**config.mk**
```make
export PLATFORM = sky130hd
export DESIGN_NAME = mem_round_arbiter
export DESIGN_NICKNAME = d
export VERILOG_FILES = /design/src/rtl/mra_pkg.sv /design/src/rtl/mra_round_timer.sv /design/src/rtl/mra_slot_decider.sv /design/src/rtl/mra_port_driver.sv /design/src/rtl/mem_round_arbiter.sv
export SDC_FILE = /design/constraint.sdc
export NUM_CORES = 1
export LEC_CHECK = 0
export ABC_AREA = 1
export BUFFER_PORTS_ARGS = -buffer_cell sky130_fd_sc_hd__buf_2
export CORE_UTILIZATION = 50
export CTS_CLUSTER_DIAMETER = 100
export DETAILED_ROUTE_END_ITERATION = 10
export HOLD_SLACK_MARGIN = 0.03
export PLACE_DENSITY_LB_ADDON = 0.25
export SLEW_MARGIN = 20
export SYNTH_ARGS = -nofsm -noshare
export SYNTH_HDL_FRONTEND = slang
export SYNTH_SLANG_ARGS = --single-unit
```
**constraint.sdc**
```tcl
create_clock -name clk -period 2.94 [get_ports clk]
set_input_delay 0.441 -clock clk [delete_from_list [all_inputs] [get_ports clk]]
set_output_delay 0.441 -clock clk [all_outputs]
set_load 0.05 [all_outputs]
```
**src/rtl/mra_pkg.sv**
```systemverilog
package mra_pkg;

  // Kind of access occupying the current slot
  typedef enum logic [1:0] {
    ACC_IDLE    = 2'd0,
    ACC_NET     = 2'd1,
    ACC_CPU_MEM = 2'd2,
    ACC_CPU_NIF = 2'd3
  } acc_e;

  // Slot decision, evaluated on the first clock of a slot
  function automatic acc_e pick_access(input logic own_slot, input logic want,
                                       input logic req, input logic to_nif);
    if (own_slot) begin
      if (!req) return ACC_IDLE;
      return to_nif ? ACC_CPU_NIF : ACC_CPU_MEM;
    end
    if (want) return ACC_NET;
    if (req && !to_nif) return ACC_CPU_MEM;
    return ACC_IDLE;
  endfunction

  function automatic logic is_cpu(input acc_e k);
    return (k == ACC_CPU_MEM) || (k == ACC_CPU_NIF);
  endfunction

  function automatic logic uses_sram(input acc_e k);
    return (k == ACC_NET) || (k == ACC_CPU_MEM);
  endfunction

endpackage

```
**src/rtl/mra_round_timer.sv**
```systemverilog
module mra_round_timer #(
  parameter int NUM_SLOTS     = 4,
  parameter int CLKS_PER_SLOT = 2,
  localparam int SLOT_W = (NUM_SLOTS > 1) ? $clog2(NUM_SLOTS) : 1,
  localparam int CLK_W  = (CLKS_PER_SLOT > 1) ? $clog2(CLKS_PER_SLOT) : 1
) (
  input  logic              clk,
  input  logic              rst_n,
  output logic [SLOT_W-1:0] slot_o,
  output logic              slot_first_o,
  output logic              slot_last_o
);

  localparam logic [CLK_W-1:0]  CLK_LAST  = CLK_W'(CLKS_PER_SLOT - 1);
  localparam logic [SLOT_W-1:0] SLOT_LAST = SLOT_W'(NUM_SLOTS - 1);

  logic [CLK_W-1:0]  clk_cnt_q;
  logic [SLOT_W-1:0] slot_cnt_q;
  logic              clk_wrap;

  assign clk_wrap = (clk_cnt_q == CLK_LAST);

  always_ff @(posedge clk or negedge rst_n) begin
    if (!rst_n) begin
      clk_cnt_q  <= '0;
      slot_cnt_q <= '0;
    end else begin
      clk_cnt_q <= clk_wrap ? '0 : clk_cnt_q + 1'b1;
      if (clk_wrap)
        slot_cnt_q <= (slot_cnt_q == SLOT_LAST) ? '0 : slot_cnt_q + 1'b1;
    end
  end

  assign slot_o       = slot_cnt_q;
  assign slot_first_o = (clk_cnt_q == '0);
  assign slot_last_o  = clk_wrap;


  slot_hold_chk: assert property (@(posedge clk) disable iff (!rst_n)
    !slot_last_o |=> $stable(slot_o));

  slot_step_chk: assert property (@(posedge clk) disable iff (!rst_n)
    (slot_last_o && slot_o != SLOT_LAST) |=> (slot_o == $past(slot_o) + 1'b1) && slot_first_o);

  round_wrap_chk: assert property (@(posedge clk) disable iff (!rst_n)
    (slot_last_o && slot_o == SLOT_LAST) |=> (slot_o == '0) && slot_first_o);

endmodule

```
**src/rtl/mra_slot_decider.sv**
```systemverilog
module mra_slot_decider
  import mra_pkg::*;
#(
  parameter int NUM_SLOTS = 4,
  parameter int WE_W      = 2,
  localparam int SLOT_W = (NUM_SLOTS > 1) ? $clog2(NUM_SLOTS) : 1
) (
  input  logic              clk,
  input  logic              rst_n,
  input  logic [SLOT_W-1:0] slot_i,
  input  logic              slot_first_i,
  input  logic              want_bus_i,
  input  logic [WE_W-1:0]   net_we_i,
  input  logic              cpu_req_i,
  input  logic              cpu_we_i,
  input  logic [WE_W-1:0]   cpu_be_i,
  input  logic              cpu_to_nif_i,
  input  logic [SLOT_W-1:0] cpu_nif_idx_i,
  output acc_e              kind_o,
  output logic [SLOT_W-1:0] dev_o,
  output logic [WE_W-1:0]   wen_o,
  output logic [SLOT_W-1:0] nif_idx_o,
  output logic              nif_wr_o
);

  localparam logic [SLOT_W-1:0] CPU_SLOT = SLOT_W'(NUM_SLOTS - 1);

  acc_e              live_kind, kind_q;
  logic [WE_W-1:0]   live_wen, wen_q;
  logic [SLOT_W-1:0] dev_q, nif_idx_q;
  logic              nif_wr_q;
  logic              own_slot;

  assign own_slot  = (slot_i == CPU_SLOT);
  assign live_kind = pick_access(own_slot, want_bus_i, cpu_req_i, cpu_to_nif_i);

  always_comb begin
    unique case (live_kind)
      ACC_NET:     live_wen = net_we_i;
      ACC_CPU_MEM: live_wen = cpu_we_i ? cpu_be_i : '0;
      default:     live_wen = '0;
    endcase
  end

  // Capture the decision at the end of the first clock
  always_ff @(posedge clk or negedge rst_n) begin
    if (!rst_n) begin
      kind_q    <= ACC_IDLE;
      wen_q     <= '0;
      dev_q     <= '0;
      nif_idx_q <= '0;
      nif_wr_q  <= 1'b0;
    end else if (slot_first_i) begin
      kind_q    <= live_kind;
      wen_q     <= live_wen;
      dev_q     <= slot_i;
      nif_idx_q <= cpu_nif_idx_i;
      nif_wr_q  <= cpu_we_i;
    end
  end

  assign kind_o    = slot_first_i ? live_kind     : kind_q;
  assign wen_o     = slot_first_i ? live_wen      : wen_q;
  assign dev_o     = slot_first_i ? slot_i        : dev_q;
  assign nif_idx_o = slot_first_i ? cpu_nif_idx_i : nif_idx_q;
  assign nif_wr_o  = slot_first_i ? cpu_we_i      : nif_wr_q;


  hold_kind_chk: assert property (@(posedge clk) disable iff (!rst_n)
    !slot_first_i |-> $stable(kind_o) && $stable(wen_o));

  late_want_chk: assert property (@(posedge clk) disable iff (!rst_n)
    (!slot_first_i && kind_o == ACC_NET) |-> $past(want_bus_i));

  own_slot_chk: assert property (@(posedge clk) disable iff (!rst_n)
    own_slot |-> kind_o != ACC_NET);

endmodule

```
**src/rtl/mra_port_driver.sv**
```systemverilog
module mra_port_driver
  import mra_pkg::*;
#(
  parameter int NUM_SLOTS = 4,
  parameter int WE_W      = 2,
  localparam int SLOT_W = (NUM_SLOTS > 1) ? $clog2(NUM_SLOTS) : 1,
  localparam int NIF_N  = NUM_SLOTS - 1
) (
  input  logic                 clk,
  input  logic                 rst_n,
  input  logic                 slot_first_i,
  input  acc_e                 kind_i,
  input  logic [SLOT_W-1:0]    dev_i,
  input  logic [WE_W-1:0]      wen_i,
  input  logic [SLOT_W-1:0]    nif_idx_i,
  input  logic                 nif_wr_i,
  output logic [NUM_SLOTS-1:0] grant_o,
  output logic                 sram_ce_o,
  output logic [WE_W-1:0]      sram_wen_o,
  output logic [NIF_N-1:0]     nif_sel_o,
  output logic                 nif_wr_o,
  output logic                 cpu_ack_o
);

  logic cpu_owned;
  logic nif_acc;

  assign cpu_owned = rst_n && is_cpu(kind_i);
  assign nif_acc   = rst_n && (kind_i == ACC_CPU_NIF);

  for (genvar i = 0; i < NIF_N; i++) begin : g_net
    assign grant_o[i]   = rst_n && (kind_i == ACC_NET) && (dev_i == SLOT_W'(i));
    assign nif_sel_o[i] = nif_acc && (nif_idx_i == SLOT_W'(i));
  end
  assign grant_o[NUM_SLOTS-1] = cpu_owned;

  assign sram_ce_o  = rst_n && uses_sram(kind_i);
  assign sram_wen_o = sram_ce_o ? wen_i : '0;
  assign nif_wr_o   = nif_acc && nif_wr_i;
  assign cpu_ack_o  = cpu_owned && !slot_first_i;


  grant_onehot_chk: assert property (@(posedge clk) disable iff (!rst_n)
    $onehot0(grant_o));

  nif_no_sram_chk: assert property (@(posedge clk) disable iff (!rst_n)
    (nif_sel_o != '0) |-> !sram_ce_o && $onehot(nif_sel_o));

  ack_second_chk: assert property (@(posedge clk) disable iff (!rst_n)
    cpu_ack_o |-> grant_o[NUM_SLOTS-1] && $past(grant_o[NUM_SLOTS-1]));

  idle_quiet_chk: assert property (@(posedge clk) disable iff (!rst_n)
    (grant_o == '0) |-> !sram_ce_o && (sram_wen_o == '0));

endmodule

```
**src/rtl/mem_round_arbiter.sv**
```systemverilog
module mem_round_arbiter
  import mra_pkg::*;
#(
  parameter int NUM_SLOTS     = 4,
  parameter int CLKS_PER_SLOT = 2,
  parameter int WE_W          = 2,
  localparam int SLOT_W = (NUM_SLOTS > 1) ? $clog2(NUM_SLOTS) : 1,
  localparam int NIF_N  = NUM_SLOTS - 1
) (
  input  logic                 clk,
  input  logic                 rst_n,
  input  logic                 want_bus,
  input  logic [WE_W-1:0]      net_we,
  input  logic                 cpu_req,
  input  logic                 cpu_we,
  input  logic [WE_W-1:0]      cpu_be,
  input  logic                 cpu_to_nif,
  input  logic [SLOT_W-1:0]    cpu_nif_idx,
  output logic [SLOT_W-1:0]    slot,
  output logic                 slot_first,
  output logic [NUM_SLOTS-1:0] grant,
  output logic                 sram_ce,
  output logic [WE_W-1:0]      sram_wen,
  output logic [NIF_N-1:0]     nif_sel,
  output logic                 nif_wr,
  output logic                 cpu_ack
);

  localparam logic [SLOT_W-1:0] CPU_SLOT = SLOT_W'(NUM_SLOTS - 1);

  logic [SLOT_W-1:0] slot_w;
  logic              first_w, last_w;
  acc_e              kind_w;
  logic [SLOT_W-1:0] dev_w, nif_idx_w;
  logic [WE_W-1:0]   wen_w;
  logic              nif_wr_w;

  mra_round_timer #(.NUM_SLOTS(NUM_SLOTS), .CLKS_PER_SLOT(CLKS_PER_SLOT)) u_timer (
    .clk          (clk),
    .rst_n        (rst_n),
    .slot_o       (slot_w),
    .slot_first_o (first_w),
    .slot_last_o  (last_w)
  );

  mra_slot_decider #(.NUM_SLOTS(NUM_SLOTS), .WE_W(WE_W)) u_decide (
    .clk           (clk),
    .rst_n         (rst_n),
    .slot_i        (slot_w),
    .slot_first_i  (first_w),
    .want_bus_i    (want_bus),
    .net_we_i      (net_we),
    .cpu_req_i     (cpu_req),
    .cpu_we_i      (cpu_we),
    .cpu_be_i      (cpu_be),
    .cpu_to_nif_i  (cpu_to_nif),
    .cpu_nif_idx_i (cpu_nif_idx),
    .kind_o        (kind_w),
    .dev_o         (dev_w),
    .wen_o         (wen_w),
    .nif_idx_o     (nif_idx_w),
    .nif_wr_o      (nif_wr_w)
  );

  mra_port_driver #(.NUM_SLOTS(NUM_SLOTS), .WE_W(WE_W)) u_drive (
    .clk          (clk),
    .rst_n        (rst_n),
    .slot_first_i (first_w),
    .kind_i       (kind_w),
    .dev_i        (dev_w),
    .wen_i        (wen_w),
    .nif_idx_i    (nif_idx_w),
    .nif_wr_i     (nif_wr_w),
    .grant_o      (grant),
    .sram_ce_o    (sram_ce),
    .sram_wen_o   (sram_wen),
    .nif_sel_o    (nif_sel),
    .nif_wr_o     (nif_wr),
    .cpu_ack_o    (cpu_ack)
  );

  assign slot       = slot_w;
  assign slot_first = rst_n && first_w;


  cpu_slot_owned_chk: assert property (@(posedge clk) disable iff (!rst_n)
    (slot_w == CPU_SLOT) |-> (grant[NUM_SLOTS-2:0] == '0));

  reset_quiet_chk: assert property (@(posedge clk)
    !rst_n |-> (grant == '0) && !sram_ce && !cpu_ack && (nif_sel == '0));

  last_not_first_chk: assert property (@(posedge clk) disable iff (!rst_n)
    last_w |-> !first_w);

endmodule

```
==> out/metrics.csv, run 1 <==
metric,value,unit
outcome,completed,
post_cts_buffers,0,
fin_worst_skew,0.002322,ns
timing.rr.end,u_decide.wen_q[1],
io_pins,27,
nets,134,
worst-setup-path-type,reg -> out,
grt_pass1_wl,2.132,mm
dieArea,1581,um2
vias_per_cell,4.954,
die_h,39.77,um
numCtsBuffers,3,
initial_core_util,0.5413,
num_rows,13,
crit_path_top_delay_cell,dfrtp_1,
cap_viol_max_count,0,
synth_top_area_cell,dfrtp_1,
syn_inst,89,
fmax,375.1,MHz
r2r_setup_slack,1.31,ns
critPathCaptureType,output port,
clk_latency,0.27,ns
critPathLaunchType,register,
clkPwrFrac,0.375,
fp.coreArea,1318,um2
cts_hold_buf,0,
cts-resized-gates,0,
grt_start_max_net_pins,18,
cp_num_buf_inv,3,
synth_warnings,0,
hold_violations,0,
power.leakage,0.5546,nW
synth-xor-area-share,0,
drc_errors,0,
antenna_found_initial,0,
drive_gt1_frac,0.3621,
wirelength,1.382,mm
cts_tree,yes,
ys_ff_latch,12,
drt-pass1-iter-count,4,
synthSimpleGateAreaFrac,0.3439,
postLayoutCoreUtil,0.6657,
path_cells,ha_1 -> inv_1 -> nand2_1 -> nand2_1 -> inv_1 -> o21ai_1 -> ha_1 -> nand2_1 -> nor3_2 -> buf_2,
tns,0,ns
finalWorstSetupSlack,0.2740,ns
place_congestion,0.6881,
synth_top_family_by_area,simple AND/OR/NAND/NOR gates,
vias,649,
track_usage,0.2174,
cts_root_buf,clkbuf_4,
synth_mux_area_frac,0,
clock_path_buffers,2,
fin_crit_sh,0.9068,
synth.top_cell.area_share,0.4211,
synth_cell_types,18,
h-tree-depth,1,
rsz0062_at_grt,no,
power_frac_comb,0.141,
grt_pass1_vias,516,
vdd_ir_drop_max,280.3,uV
clock_sinks,12,
crit_family,simple AND/OR/NAND/NOR gates,
die_w,39.77,um
first_iter_violations,16,
ant_nets,0,
syn_area,713.2,um2
tightest_slew,0.5936,ns
internal-power,0.2605,mW
critPathArrivalTime,2.23,ns
syn_avg_cell_area,8.013,um2
crit_path_max_incr_delay,0.42,ns
slew_violations,0,
switchingPower,0.09201,mW
hpwl,1.039,mm
max-slew-margin-rel,0.6043,
r2r-start,u_timer.slot_o[1],
synth_area_leaders,"dfrtp_1 42%, nand2_1 16%, ha_1 8.8%",
setup_viol,0,
synthAdderAreaFrac,0.08772,
clkTransAtPathRegs,0.08,ns
p_seq_frac,0.484,
min_path_type,in -> async,
power.density,401.9,nW/um2
routedWlPerCell,10.55,um
place_ws,0.4912,ns
crit_required,2.50,ns
cp_max_fo,3,
port-buffer-count,26,
diodes,0,
synth_seq_area_share,0.4211,
crit_top_cell,nand2_1,
grt_remaining_overflow,0,
area_delta_synth_final,22.98,%
synth-compound-area-share,0.04561,
synth_nets,106,
min_period,2.666,ns
ff2ff_path_depth,9,
p_sw_frac,0.2610,
-- worst reg2reg max path: stages, from the launching register on --
cell	delay, ns
dfrtp_1	0.42
ha_1	0.21
inv_1	0.10
nand2_1	0.09
nand3_1	0.14
inv_1	0.06
ha_1	0.26
nor2_1	0.13
nand2_1	0.10
nand2_1	0.06
-- cell usage in the layout (no fill, tap or decap) --
master,netlist,routed
o21a_1,1,1
inv_2,1,1
dfrtp_1,12,12
inv_6,1,1
nor3_2,3,4
clkbuf_4,0,3
nand2_1,31,31
clkbuf_8,0,1
ha_1,5,5
nand2_4,1,1
nor2_1,5,5
inv_1,9,9
nand3_1,5,5
nand2_2,4,4
o21ai_0,2,1
buf_2,0,26
a21oi_1,3,3
and2_4,1,1
o21ai_1,0,1
nor3_1,2,1
-- power by group through the flow --
stage | clock, mW | sequential (mW) | combinational (mW)
detailed placement | 0 | 0.174 | 0.0497
global placement | 0 | 0.174 | 0.0488
global route | 0.143 | 0.171 | 0.0549
finish | 0.132 | 0.171 | 0.0496
floorplan | 0 | 0.174 | 0.0318
CTS | 0.135 | 0.171 | 0.0499
-- registers in the layout (all words and copies together) (netlist names) --
register	flops
u_decide.wen_q	2
u_timer.slot_last_o	1
u_timer.slot_o	2
u_decide.dev_q	2
u_decide.nif_wr_q	1
u_decide.nif_idx_q	2
u_decide.kind_q	2
-- cell families (layout without fill, tap and decap cells) --
family | after synthesis | after routing
DFF | 12 | 12
and+or+nand+nor | 52 | 52
AOI/OAI and AO/OA | 6 | 6
adders and majority gates | 5 | 5
buffers and inverters | 14 | 41
-- final cells by class --
cell class | count | area, um2
clock buffers | 4 | 36.28
fillers | 115 | 440.4
inverters | 11 | 46.29
multi-input cells | 63 | 345.3
flip-flops and latches | 12 | 300.3
well taps | 15 | 18.77
repair buffers | 26 | 130.1
-- stage by stage --
stage          total power [mW]  hold slack [ns]  instance area (um2)  cells
2_1_floorplan            0.2055           0.1454                718.2     89
3_5_place_dp             0.2236           0.3615                840.8    127
5_1_grt                  0.3690          0.07251                877.1    131
4_1_cts                  0.3553          0.06457                877.1    131
3_3_place_gp             0.2227           0.3586                840.8    127
6_report                 0.3525          0.05300                877.1    131
-- cells in the mapped netlist --
| master | instances |
|---|---|
| a21oi_1 | 3 |
| and2_4 | 1 |
| buf_4 | 2 |
| buf_6 | 1 |
| dfrtp_1 | 12 |
| ha_1 | 5 |
| inv_1 | 9 |
| inv_2 | 1 |
| inv_6 | 1 |
| nand2_1 | 31 |
| nand2_2 | 4 |
| nand2_4 | 1 |
| nand3_1 | 5 |
| nor2_1 | 5 |
| nor3_1 | 2 |
| nor3_2 | 3 |
| o21a_1 | 1 |
| o21ai_0 | 2 |
-- how the worst max path moves through the flow --
stage                      startpoint         end  slack [ns]  cells past startpoint
global route        u_timer.slot_o[1]    grant[1]        0.09                     10
global placement    u_timer.slot_o[1]    grant[1]        0.57                     10
finish              u_timer.slot_o[1]    grant[1]        0.27                     10
CTS                 u_timer.slot_o[1]    grant[1]        0.17                     10
floorplan           u_timer.slot_o[1]      nif_wr        0.05                      9
detailed placement  u_timer.slot_o[1]  nif_sel[1]        0.49                     10
-- per-layer routing --
layer / track usage / wire length (um) / vias to the layer above
met1: 0.2705 / 663 / 291
met4: 0.1552 / 38 / 0
li1: - / - / 328
met2: 0.3238 / 599 / 26
met3: 0.05114 / 81 / 4
met5: 0 / 0 / -
No activity file was read; power rests on OpenSTA's default activity.
==> run 2, diff against run 1 <==
- ABC_AREA: 1 -> default
==> run 2 against run 1 <==
Compared with the run above:
- non-clock buffer count rose by 1
- first-iteration DRC count decreased by 81%
- cell count fell by 16%
- global-route usage down 2.1 points
- count of clock-buffer cells in the layout shrank 1
- die area rose by 8.0%
- wire length increased by 2.7%
- clock power shrank 26%
- cell area increased by 8.3%
- utilization up 2.9 points
- register-to-register slack worse by 0.22 ns
==> out/metrics.csv, run 2 <==
metric,value,unit,change
outcome,completed,,
diodes,0,,unchanged
initial_core_util,0.5659,,+0.02462
num_rows,13,,unchanged
synth_mux_area_frac,0.1117,,+0.1117
die_h,41.33,um,+3.9%
r2r_setup_slack,1.09,ns,-0.22 ns
synth-compound-area-share,0.1327,,+0.08707
nFillCells,106,,-7.8%
min_period,2.817,ns,+0.1511 ns
drive_gt1_frac,0.4947,,+0.1327
synth_seq_area_share,0.3883,,-0.03270
h-tree-depth,1,,unchanged
port-buffer-count,26,,unchanged
clock_path_buffers,2,,unchanged
critPathLaunchType,register,,
critPathArrivalTime,2.38,ns,+0.15 ns
fp.coreArea,1366,um2,+3.7%
layout_commonest_cell,buf_2,,
p_seq_frac,0.531,,+0.047
io_pins,27,,unchanged
critPathCaptureType,output port,,
power.leakage,0.4956,nW,-11%
cap_viol_max_count,0,,unchanged
slew_violations,0,,unchanged
synth-xor-area-share,0,,unchanged
grt_remaining_overflow,0,,unchanged
cts_hold_buf,0,,unchanged
synthArstFlopShare,1.000,,unchanged
synth_top_area_cell,dfrtp_1,,
first_iter_violations,3,,-13
syn_area,773.2,um2,+8.4%
r2r-start,u_timer.slot_o[0],,
clkPwrFrac,0.305,,-0.070
tightest_slew,0.4363,ns,-0.1573 ns
synth_top_family_by_area,simple AND/OR/NAND/NOR gates,,
synth_cell_types,27,,+9
grt_start_max_net_pins,19,,+1
dieArea,1708,um2,+8.0%
synthAdderAreaFrac,0.08091,,-0.006813
rsz0062_at_grt,no,,
min_path_type,in -> async,,
vdd_ir_drop_max,322.5,uV,+15%
synth_warnings,0,,unchanged
cp-startpoint,u_timer.slot_o[0],,
antenna_found_initial,0,,unchanged
fmax,355.0,MHz,-5.4%
numCtsBuffers,3,,unchanged
ys.flop_type,dfrtp_1,,
fin_crit_sh,0.9582,,+0.05139
max-slew-margin-rel,0.7091,,+0.1049
setup_viol,0,,unchanged
routedWlPerCell,12.90,um,+22%
area_delta_synth_final,22.82,%,
switchingPower,0.08695,mW,-5.5%
p_sw_frac,0.2695,,+0.008405
syn_avg_cell_area,11.37,um2,+42%
grt_pass1_vias,505,,-2.1%
cts_root_buf,clkbuf_4,,
yosysMostFrequentCell,dfrtp_1,,
clock_sinks,12,,unchanged
hpwl,1.152,mm,+11%
synth_commonest_cells,"12 x dfrtp_1, 6 x nand2_1, 5 x ha_1, 5 x mux2_2",,
ant_nets,0,,unchanged
cts_tree,yes,,
syn_inst,68,,-24%
power.density,339.8,nW/um2,-15%
die_w,41.33,um,+3.9%
synth_nets,85,,-20%
vias,592,,-8.8%
internal-power,0.2357,mW,-9.5%
synth.top_cell.area_share,0.3883,,-0.03270
synth_area_leaders,"dfrtp_1 39%, ha_1 8.1%, mux2_2 7.3%",,
clkTransAtPathRegs,0.07,ns,about the same
vias_per_cell,5.382,,+8.6%
seq_area,300.3,um2,unchanged
postLayoutCoreUtil,0.6951,,+0.02934
fin_worst_skew,0.004039,ns,+0.001717 ns
worst-setup-path-type,reg -> out,,
nets,114,,-15%
drc_errors,0,,unchanged
clk_latency,0.27,ns,about the same
power_frac_comb,0.165,,+0.024
ys_ff_latch,12,,unchanged
multi_input_area,457.9,um2,+33%
synth_edf_count,0,,unchanged
final_cell_mix,"24 x buf_2, 12 x dfrtp_1, 6 x nand2_1",,
grt_pass1_wl,2.111,mm,-0.98%
track_usage,0.1962,,-0.02128
drt-pass1-iter-count,4,,unchanged
tns,0,ns,unchanged
crit_required,2.50,ns,about the same
cp_max_fo,5,,+2
place_congestion,0.6820,,-0.89%
hold_violations,0,,unchanged
synthSimpleGateAreaFrac,0.2379,,-0.1060
wirelength,1.419,mm,+2.7%
run 2: cell count changes after synthesis, moves of 3 or more:
cell / change
nor2_1: -4
nor2b_1: +4
nand2_2: -3
inv_1: -7
a22oi_1: +3
mux2_2: +5
nor3b_2: +4
nand2_1: -25
run 2: worst paths after layout:
check / to / cells past startpoint
setup / recovery: sram_wen[0] / 7
hold / removal: u_decide.nif_idx_q[1] / 1
setup reg to reg: u_decide.wen_q[1] / 6
hold reg to reg: u_decide.nif_wr_q / 1
max in group asynchronous: u_timer.slot_o[1] / 1
min in group clk: u_decide.nif_idx_q[1] / 2
run 2: stage by stage:
step	hold WS, ns	setup WS (ns)	total power, mW	cells	cell area, um2
detailed placement	0.3608	0.3683	0.2276	107	922.1
global placement	0.3581	0.4135	0.2263	107	922.1
finish	0.06322	0.1229	0.3227	110	949.7
CTS	0.06726	0.07352	0.3267	110	944.7
floorplan	0.1454	0.1511	0.2083	68	795.8
global route	0.08106	0.005261	0.3375	110	949.7
run 2: worst max-delay path: stages, from the launching register on:
cell	delay, ns
dfrtp_1	0.41
ha_1	0.25
o21bai_1	0.21
and2_1	0.18
ha_1	0.26
or2_4	0.29
a221oi_4	0.23
clkbuf_4	0.28
run 2: power by group through the flow:
stage	clock network [mW]	registers [mW]	logic (mW)
2_1_floorplan	0	0.174	0.0342
3_3_place_gp	0	0.174	0.0521
3_5_place_dp	0	0.174	0.0531
4_1_cts	0.102	0.171	0.0536
5_1_grt	0.107	0.172	0.0587
6_report	0.0983	0.171	0.0532
run 2: repair_timing:
item                                    in CTS  in global routing
endpoints found under the setup margin       0                  2
resized for setup                            0                  3
setup buffers                                0                  0
run 2: kinds of logic after synthesis:
kind of cell    Yosys count
compound gates           12
fa+ha+maj                 5
simple gates             27
mux                       7
buf+inv                   5
flops                    12
run 2: layout make-up:
type | count | area share
Multi-Input combinational cell | 51 | 0.4822
Sequential cell | 12 | 0.3162
Timing Repair Buffer | 27 | 0.1502
Clock buffer | 3 | 0.02372
Tap cell | 15 | 0.01976
Inverter | 2 | 0.007905
run 2: layer usage:
| metal | GRT usage | part of all wire | wire length, um |
|---|---|---|---|
| met5 | 0 | 0 | 0 |
| met3 | 0.03191 | 0.042 | 59 |
| met2 | 0.3477 | 0.49 | 690 |
| met1 | 0.2373 | 0.46 | 647 |
| met4 | 0.07258 | 0.015 | 21 |
